File: src/rtl/assoc_cache_pkg.sv
package assoc_cache_pkg;
    localparam int DEF_ADDR_W  = 15;
    localparam int DEF_DATA_W  = 12;
    localparam int DEF_ENTRIES = 8;
endpackage

File: src/rtl/assoc_match.sv
module assoc_match #(
    parameter int ADDR_W  = 15,
    parameter int ENTRIES = 8,
    localparam int IDX_W  = $clog2(ENTRIES)
) (
    input  logic                           clk,
    input  logic                           rst_n,
    input  logic [ENTRIES-1:0]             slot_valid,
    input  logic [ENTRIES-1:0][ADDR_W-1:0] slot_addr,
    input  logic [ADDR_W-1:0]              key,
    output logic [ENTRIES-1:0]             match,
    output logic                           hit,
    output logic [IDX_W-1:0]               hit_idx
);
    for (genvar g = 0; g < ENTRIES; g++) begin : g_cmp
        assign match[g] = slot_valid[g] && (slot_addr[g] == key);
    end

    always_comb begin
        hit_idx = '0;
        for (int i = 0; i < ENTRIES; i++) begin
            if (match[i]) hit_idx = hit_idx | IDX_W'(i);
        end
    end

    assign hit = |match;

    assert_one_match_R9: assert property (@(posedge clk) disable iff (!rst_n)
        $countones(match) <= 1);
endmodule

File: src/rtl/assoc_victim.sv
module assoc_victim #(
    parameter int ENTRIES = 8,
    localparam int IDX_W  = $clog2(ENTRIES)
) (
    input  logic [ENTRIES-1:0] slot_valid,
    input  logic [IDX_W-1:0]   rr_ptr,
    output logic               full,
    output logic [IDX_W-1:0]   victim
);
    logic [IDX_W-1:0] free_idx;

    always_comb begin
        free_idx = '0;
        for (int i = ENTRIES - 1; i >= 0; i--) begin
            if (!slot_valid[i]) free_idx = IDX_W'(i);
        end
    end

    assign full   = &slot_valid;
    assign victim = full ? rr_ptr : free_idx;
endmodule

File: src/rtl/assoc_cache.sv
module assoc_cache
    import assoc_cache_pkg::*;
#(
    parameter int ADDR_W  = DEF_ADDR_W,
    parameter int DATA_W  = DEF_DATA_W,
    parameter int ENTRIES = DEF_ENTRIES
) (
    input  logic              clk,
    input  logic              rst_n,
    input  logic              req_valid,
    input  logic [ADDR_W-1:0] req_addr,
    output logic              req_ready,
    output logic              rsp_valid,
    output logic              rsp_hit,
    output logic [DATA_W-1:0] rsp_data,
    output logic              mem_req,
    output logic [ADDR_W-1:0] mem_addr,
    input  logic              mem_valid,
    input  logic [DATA_W-1:0] mem_data
);
    localparam int IDX_W = $clog2(ENTRIES);
    localparam logic [IDX_W-1:0] LAST = IDX_W'(ENTRIES - 1);

    typedef struct packed {
        logic [ENTRIES-1:0]             valid;
        logic [ENTRIES-1:0][ADDR_W-1:0] addr;
        logic [ENTRIES-1:0][DATA_W-1:0] data;
        logic                           busy;
        logic [ADDR_W-1:0]              pend;
        logic [IDX_W-1:0]               rr;
        logic                           rsp_v;
        logic                           rsp_h;
        logic [DATA_W-1:0]              rsp_d;
    } state_t;

    state_t s_d, s_q;

    logic [ENTRIES-1:0] match_vec;
    logic               lk_hit;
    logic [IDX_W-1:0]   lk_idx;
    logic               tbl_full;
    logic [IDX_W-1:0]   victim;

    assoc_match #(.ADDR_W(ADDR_W), .ENTRIES(ENTRIES)) i_match (
        .clk       (clk),
        .rst_n     (rst_n),
        .slot_valid(s_q.valid),
        .slot_addr (s_q.addr),
        .key       (req_addr),
        .match     (match_vec),
        .hit       (lk_hit),
        .hit_idx   (lk_idx)
    );

    assoc_victim #(.ENTRIES(ENTRIES)) i_victim (
        .slot_valid(s_q.valid),
        .rr_ptr    (s_q.rr),
        .full      (tbl_full),
        .victim    (victim)
    );

    always_comb begin
        s_d       = s_q;
        s_d.rsp_v = 1'b0;
        s_d.rsp_h = 1'b0;
        if (!s_q.busy) begin
            if (req_valid) begin
                if (lk_hit) begin
                    s_d.rsp_v = 1'b1;
                    s_d.rsp_h = 1'b1;
                    s_d.rsp_d = s_q.data[lk_idx];
                end else begin
                    s_d.busy = 1'b1;
                    s_d.pend = req_addr;
                end
            end
        end else if (mem_valid) begin
            s_d.busy          = 1'b0;
            s_d.valid[victim] = 1'b1;
            s_d.addr[victim]  = s_q.pend;
            s_d.data[victim]  = mem_data;
            s_d.rsp_v         = 1'b1;
            s_d.rsp_d         = mem_data;
            if (tbl_full) begin
                s_d.rr = (s_q.rr == LAST) ? '0 : s_q.rr + 1'b1;
            end
        end
    end

    always_ff @(posedge clk or negedge rst_n) begin
        if (!rst_n) s_q <= '0;
        else        s_q <= s_d;
    end

    assign req_ready = !s_q.busy;
    assign mem_req   = s_q.busy;
    assign mem_addr  = s_q.pend;
    assign rsp_valid = s_q.rsp_v;
    assign rsp_hit   = s_q.rsp_h;
    assign rsp_data  = s_q.rsp_d;

    assert_fetch_hold_R3: assert property (@(posedge clk) disable iff (!rst_n)
        mem_req && !mem_valid |=> mem_req && $stable(mem_addr));
    assert_fill_rsp_R4: assert property (@(posedge clk) disable iff (!rst_n)
        mem_req && mem_valid |=> rsp_valid && !rsp_hit && !mem_req);
    assert_busy_block_R5: assert property (@(posedge clk) disable iff (!rst_n)
        mem_req |-> !req_ready);
    assert_hit_rsp_R2: assert property (@(posedge clk) disable iff (!rst_n)
        req_valid && req_ready && lk_hit |=> rsp_valid && rsp_hit && !mem_req);
    assert_idle_quiet_R6: assert property (@(posedge clk) disable iff (!rst_n)
        req_ready && !req_valid |=> !rsp_valid && !mem_req);
    assert_victim_free_R7: assert property (@(posedge clk) disable iff (!rst_n)
        mem_req && mem_valid && !tbl_full |-> !s_q.valid[victim]);
endmodule

File: config.mk
export PLATFORM = sky130hd
export DESIGN_NAME = assoc_cache
export DESIGN_NICKNAME = d
export VERILOG_FILES = /design/src/rtl/assoc_cache_pkg.sv /design/src/rtl/assoc_match.sv /design/src/rtl/assoc_victim.sv /design/src/rtl/assoc_cache.sv
export SDC_FILE = /design/constraint.sdc
export NUM_CORES = 1
export LEC_CHECK = 0
export BUFFER_PORTS_ARGS = -buffer_cell sky130_fd_sc_hd__buf_2
export CORE_ASPECT_RATIO = 1.25
export CORE_MARGIN = 8
export CORE_UTILIZATION = 55
export DETAILED_ROUTE_END_ITERATION = 7
export HOLD_SLACK_MARGIN = 0.02
export PLACE_DENSITY = 0.73
export SLEW_MARGIN = 5
export SYNTH_ARGS = -nofsm -noshare
export SYNTH_HDL_FRONTEND = slang
export SYNTH_SLANG_ARGS = --single-unit
File: constraint.sdc
create_clock -name clk -period 2.3 [get_ports clk]
set_input_delay 0.46 -clock clk [delete_from_list [all_inputs] [get_ports clk]]
set_output_delay 0.46 -clock clk [all_outputs]
set_load 0.01 [all_outputs]
* After elaboration in Yosys (flattened, before gate mapping)
Cells that the tools add are included.
Operators by class: muxes and demuxes 38, reduce and logical (&&, ||, !) cells 18, add/sub/neg operators 1, $lt $le $gt $ge 3, equal/unequal tests 10, bitwise operators 3
Operator list (number):
- bitwise mux 120 bit | 1
- == test 15 bit | 8
- bitwise mux 96 bit | 1
- 2-to-1 mux 12 bit | 4
- demux 15 bit (select 3 bit) | 1
- 2-to-1 mux 3 bit | 14
- binary-select mux 12 bit (select 3 bit) | 1
- demux 12 bit (select 3 bit) | 1
- 2-to-1 mux 16 bit | 2
- 2-to-1 mux 14 bit | 2
- 2-to-1 mux 15 bit | 1
- AND reduction 10 bit | 1
- logical AND 1 bit | 9
- less-than comparator 3 x 4 -> 1 bit, second input constant | 2
- OR 8 bit | 1
- AND reduction 8 bit | 1
- OR reduction 8 bit | 1
- 2-to-1 mux 1 bit | 7
- AND reduction 3 bit | 2
- 2-to-1 mux 2 bit | 2
- nonzero test 2 bit | 2
- adder 3 x 1 -> 3 bit, second input constant | 1
- demux 1 bit (select 3 bit) | 1
- == test 3 bit, second input constant | 1
- 5 further kinds | 6
Storage, ports and cells: flip-flop bits (word level) 257, input bits 31, output and inout port bits 31

* Depth between registers and ports, before layout
word-level depth 14, mapped depth 10, depth with buffers taken out 7

* Modules after synthesis
A second synthesis with hierarchy kept.
Unflattened totals: cell total of the unflattened synthesis 895, area, all modules 12455.7 µm²
By module, submodules not included:
- assoc_cache | area each 10822.9 µm², instances 1, cells each 697
- assoc_match | area each 1550.2 µm², instances 1, cells each 183
- assoc_victim | area each 82.6 µm², instances 1, cells each 15

* Worst setup path after synthesis
OpenSTA, ideal clock, no wires.
path kind input-to-reg, from in req_addr[9], to reg s_q, in the netlist mem_addr[10], setup time 125 ps, cell stages on the path 10, slack -95 ps, arrival 2270 ps, cells stage by stage buf_6 -> xnor2_1 -> nand4_2 -> nor4_4 -> nor3_1 -> nand4_1 -> or2_1 -> buf_2 -> buf_4 -> mux2_2
Between the ends: word-level cells in the longest chain between the ends 5, elaborated cells between the ends (all ways) 19, those cells by class eq/ne (8); bitwise (1); reduce/logical (10)
RTL lines:
- start: declaration | RTL line assoc_cache.sv:11 | input logic [ADDR_W-1:0] req_addr,
- == test 15 bit | RTL line assoc_match.sv:16 | assign match[g] = slot_valid[g] && (slot_addr[g] == key);
- logical AND 1 bit | RTL line assoc_match.sv:16
- OR reduction 8 bit (*) | RTL line assoc_match.sv:26 | assign hit = |match;
- inverter 1 bit (no source line) (*)
- AND reduction 3 bit (no source line) (*)
- end signal: assignment | RTL line assoc_cache.sv:91 | if (!rst_n) s_q <= '0;
- end signal: assignment | RTL line assoc_cache.sv:92 | else s_q <= s_d;
- end: declaration | RTL line assoc_cache.sv:36 | state_t s_d, s_q;
Mark *: on every way between the ends. The rest lies on a longest branch, timed or not. A chain may end at the register's enable or synchronous reset.

* Final worst setup path
from reg s_q[246] (netlist name), to reg s_q, in the netlist rsp_data[5]
Between the ends: word-level cells in the longest chain between the ends 8, elaborated cells between the ends (all ways) 11, those cells by class eq/ne (1); mux (6); reduce/logical (4)
RTL lines:
- == test 15 bit (*) | RTL line assoc_match.sv:16
- logical AND 1 bit (*) | RTL line assoc_match.sv:16
- 2-to-1 mux 3 bit | RTL line assoc_match.sv:22 | if (match[i]) hit_idx = hit_idx | IDX_W'(i);
- binary-select mux 12 bit (select 3 bit) | RTL line assoc_cache.sv:71 | s_d.rsp_d = s_q.data[lk_idx];
- 2-to-1 mux 12 bit (implied by the code) | RTL line assoc_cache.sv:71
- 2-to-1 mux 14 bit | RTL line assoc_cache.sv:68 | if (lk_hit) begin
- 2-to-1 mux 14 bit | RTL line assoc_cache.sv:67 | if (req_valid) begin
- 2-to-1 mux 12 bit | RTL line assoc_cache.sv:66 | if (!s_q.busy) begin
Mark *: on every way between the ends. The rest lies on a longest branch, timed or not. The select of a mux whose other input is x is not followed.

==> results.sh <==
export IMPL_status="finished, violations left"
export IMPL_failing_checks="negative setup slack"
export IMPL_detailed_place_hpwl_um=20000
export IMPL_nets=1039
export IMPL_multiInputGateArea_sq_mm=0.00555
export IMPL_synth_ff_latch_count=257
export IMPL_fin_crit_sh_pct=105
export IMPL_timing_critical_path_arrival_ps=2860
export IMPL_global_route_overflow_total=0
export IMPL_max_cap_viol_count=0
export IMPL_total_leakage_power_nw=6.73
export IMPL_cts_root_buffer_cell="clkbuf_16"
export IMPL_floorplan_die_area_sq_mm=0.0274
export IMPL_setup_viol_count_final=12
export IMPL_finalHoldViolations=0
export IMPL_hold_ws_ps=271
export IMPL_sequential_cell_area_sq_mm=0.00643
export IMPL_clock_tree_from_tritoncts="yes"
export IMPL_grt_first_pass_wirelength_um=47000
export IMPL_initial_core_util_pct=55.6
export IMPL_remaining_drc_errors=0
export IMPL_finalWeightedCongestion=0.907
export IMPL_netlist_area_sq_mm=0.0123
export IMPL_vdd_ir_drop_max_mv=0.877
export IMPL_core_area_sq_mm=0.0221
export IMPL_finalSetupTns_ps=-937
export IMPL_grt_start_max_net_pins=54
export IMPL_clock_insertion_delay_worst_skew_ps=530
export IMPL_synth_seq_area_share_pct=52.3
export IMPL_worst_setup_path_end_kind="flip-flop"
export IMPL_path_clk_slew_ps=60
export IMPL_max_freq_ghz=0.415
export IMPL_wl_per_cell_um=22.9
export IMPL_worst_endpoint_required_ps=2750
export IMPL_post_route_min_period_ps=2410
export IMPL_first_pass_iters=4
export IMPL_netlist_cell_type_count=37
export IMPL_synthToLayoutAreaGrowth_pct=19.0
export IMPL_timing_max_transition_violations_final=0
export IMPL_share_of_cells_above_drive_strength_1_pct=48.7
export IMPL_cp_start_kind="flip-flop"
export IMPL_kind_of_critical_path="flip-flop to flip-flop"
export IMPL_synth_net_count=930
export IMPL_worst_clock_skew_ps=10.8
export IMPL_syn_instance_count=897
export IMPL_wl_um=29900
export IMPL_number_of_antenna_violations_at_the_first_check_in_global_routing=0
export IMPL_first_iter_violations=352
export IMPL_fp_row_count=61
export IMPL_via_count=7534
export IMPL_tritoncts_buffer_count=27
export IMPL_fill_cells=1637
export IMPL_pin_count=62
export IMPL_dieWidth_um=150
export IMPL_globalRouteTotalUtil_pct=22.2
export IMPL_hold_class="input port to flip-flop"
export IMPL_relSlewSlack_pct=69.6
export IMPL_rsz0062_at_grt="yes"
export IMPL_clock_path_buffers=3
export IMPL_post_layout_total_power_mw=18.2
export IMPL_clock_tree_htree_level_count=1
export IMPL_chipHeight_um=183
export IMPL_synth_warning_count=0
export IMPL_antenna_diode_count=0
export IMPL_avgViaCountPerCell=5.77
export IMPL_cts_sinks=257
export IMPL_setup_ws_ps=-108
export IMPL_worst_slew_pin_slew_ps=451
export IMPL_critical_path_max_fanout=12
export IMPL_syn_area_per_cell_sq_um=13.7
export IMPL_setup_reg_to_reg_worst_slack_ps=-110
export IMPL_port_buffer_count=61
export IMPL_ant_nets_after_route=0
export IMPL_via_count_of_the_first_global_routing_pass=8204
export IMPL_power_density_mw_per_mm2=1240
[cells by family after synthesis]
group	Yosys count	share of synthesized area, %
compound gates	57	3.24
fa+ha+maj	2	0.203
flops	257	52.3
buf+inv	81	4.67
mux	282	25.6
xor+xnor	120	8.54
simple gates	98	5.48
[path summary, 6_finish.rpt]
| path | start | depth (start not counted) | endpoint |
|---|---|---|---|
| setup / recovery | s_q[246] | 10 | rsp_data[5] |
| setup reg to reg | s_q[246] | 10 | rsp_data[5] |
| min in group asynchronous | rst_n | 2 | s_q[121] |
| max in group asynchronous | rst_n | 3 | s_q[195] |
| hold reg to reg | s_q[67] | 1 | s_q[67] |
| hold / removal | mem_data[0] | 2 | s_q[117] |
[placed cells by master, fill, tap and decap left out, types with 3 or more instances in the layout]
cell | synthesis | routed
a221o_1 | 12 | 12
a31oi_1 | 13 | 12
and3_1 | 12 | 12
buf_12 | 0 | 27
buf_2 | 24 | 60
buf_4 | 28 | 63
bufinv_16 | 0 | 3
clkbuf_1 | 6 | 6
clkbuf_16 | 0 | 28
clkbuf_8 | 0 | 5
clkinv_2 | 0 | 5
dfrtp_1 | 257 | 255
inv_1 | 5 | 5
mux2_2 | 258 | 243
mux2_4 | 0 | 15
mux2i_1 | 24 | 24
nand2_1 | 10 | 10
nand4_1 | 30 | 30
nand4_2 | 5 | 5
nor2_1 | 7 | 7
nor2b_1 | 4 | 4
nor3_4 | 0 | 3
nor4_4 | 4 | 6
o21ai_1 | 12 | 13
o22ai_1 | 12 | 9
o22ai_2 | 0 | 3
or2_2 | 6 | 6
xnor2_1 | 120 | 111
xnor2_2 | 0 | 9
[critical path: stages, from the launching register on]
cell and delay (ps):
dfrtp_1 400, xnor2_2 210, nand4_1 230, nor4_4 340, buf_4 210, nor4_4 60, buf_4 160, buf_12 150
mux2i_1 110, a221o_1 310, o21ai_1 140
[state kept, by name, summed over array words and instances, names as in the netlist]
| register | flops |
|---|---|
| s_q | 227 |
| mem_addr | 15 |
| mem_req | 1 |
| rsp_data | 12 |
| rsp_hit | 1 |
| rsp_valid | 1 |
[through the flow]
step	instances	instance area, sq um	setup WS (ps)	util, %
after floorplan	897	12300	-9.39	-
after CTS	1302	14500	-77.2	65.3
after detailed placement	1249	13400	-604	60.6
final	1306	14600	-108	66.1
after global routing	1306	14600	-229	66.1
after global placement	1249	13400	-549	60.6
[cells in the mapped netlist]
master / n / area [sq um]
or2_1: 1 / 6.26
or4_1: 1 / 7.51
dfrtp_1: 257 / 6430
nor2_1: 7 / 26.3
a31oi_1: 13 / 81.3
nor3_2: 2 / 20.0
a21boi_0: 1 / 7.51
o21ai_1: 12 / 60.1
a221o_1: 12 / 120
ha_1: 2 / 25.0
mux2_2: 258 / 2910
buf_4: 28 / 210
nand4_2: 5 / 62.6
or2_2: 6 / 37.5
clkbuf_1: 6 / 22.5
buf_2: 24 / 120
and3_1: 12 / 75.1
nor3_1: 2 / 10.0
inv_1: 5 / 18.8
a41o_1: 2 / 20.0
o211ai_1: 1 / 7.51
nand4_1: 30 / 188
mux2i_1: 24 / 240
o21ai_0: 3 / 15.0
nor4_4: 4 / 85.1
nor2b_1: 4 / 25.0
nor3b_1: 2 / 15.0
a22oi_2: 1 / 12.5
nand3_1: 2 / 10.0
nand2_1: 10 / 37.5
nor4_1: 5 / 31.3
o22ai_1: 12 / 75.1
nor2_2: 1 / 6.26
nor4_2: 1 / 12.5
nand2b_1: 3 / 18.8
xnor2_1: 120 / 1050
buf_6: 18 / 203
[layout make-up]
cell class / instances / area share (%)
multi-input cells: 559 / 37.9
inverters: 5 / 0.128
repair buffers: 156 / 9.58
clock inverters: 8 / 0.787
clock buffers: 38 / 5.24
well taps: 283 / 2.42
flip-flops and latches: 257 / 44.0
[per-layer routing]
| layer | global-route usage (%) | vias up | part of all wire, % |
|---|---|---|---|
| met4 | 9.78 | 0 | 4.2 |
| met1 | 27.1 | 3886 | 41 |
| li1 | - | 3416 | - |
| met2 | 38.4 | 170 | 51 |
| met5 | 0 | - | 0 |
| met3 | 2.96 | 62 | 4.6 |
[power by group]
group | leakage [nW] | internal, mW | switching [mW]
Combinational | 3.09 | 3.55 | 2.46
Clock | 0.438 | 2.64 | 1.70
Sequential | 3.20 | 6.47 | 1.35
Total | 6.73 | 12.6 | 5.52
[timing repair]
| action | in CTS | in global routing |
|---|---|---|
| endpoints found under the hold margin | 46 | 0 |
| setup endpoints to repair | 27 | 127 |
| cloned | 1 | 1 |
| resized for setup | 19 | 30 |
| pin swaps | 13 | 14 |
| hold buffers | 1 | 0 |
| buffers inserted | 5 | 3 |
Power figures use the tool's default switching activity.
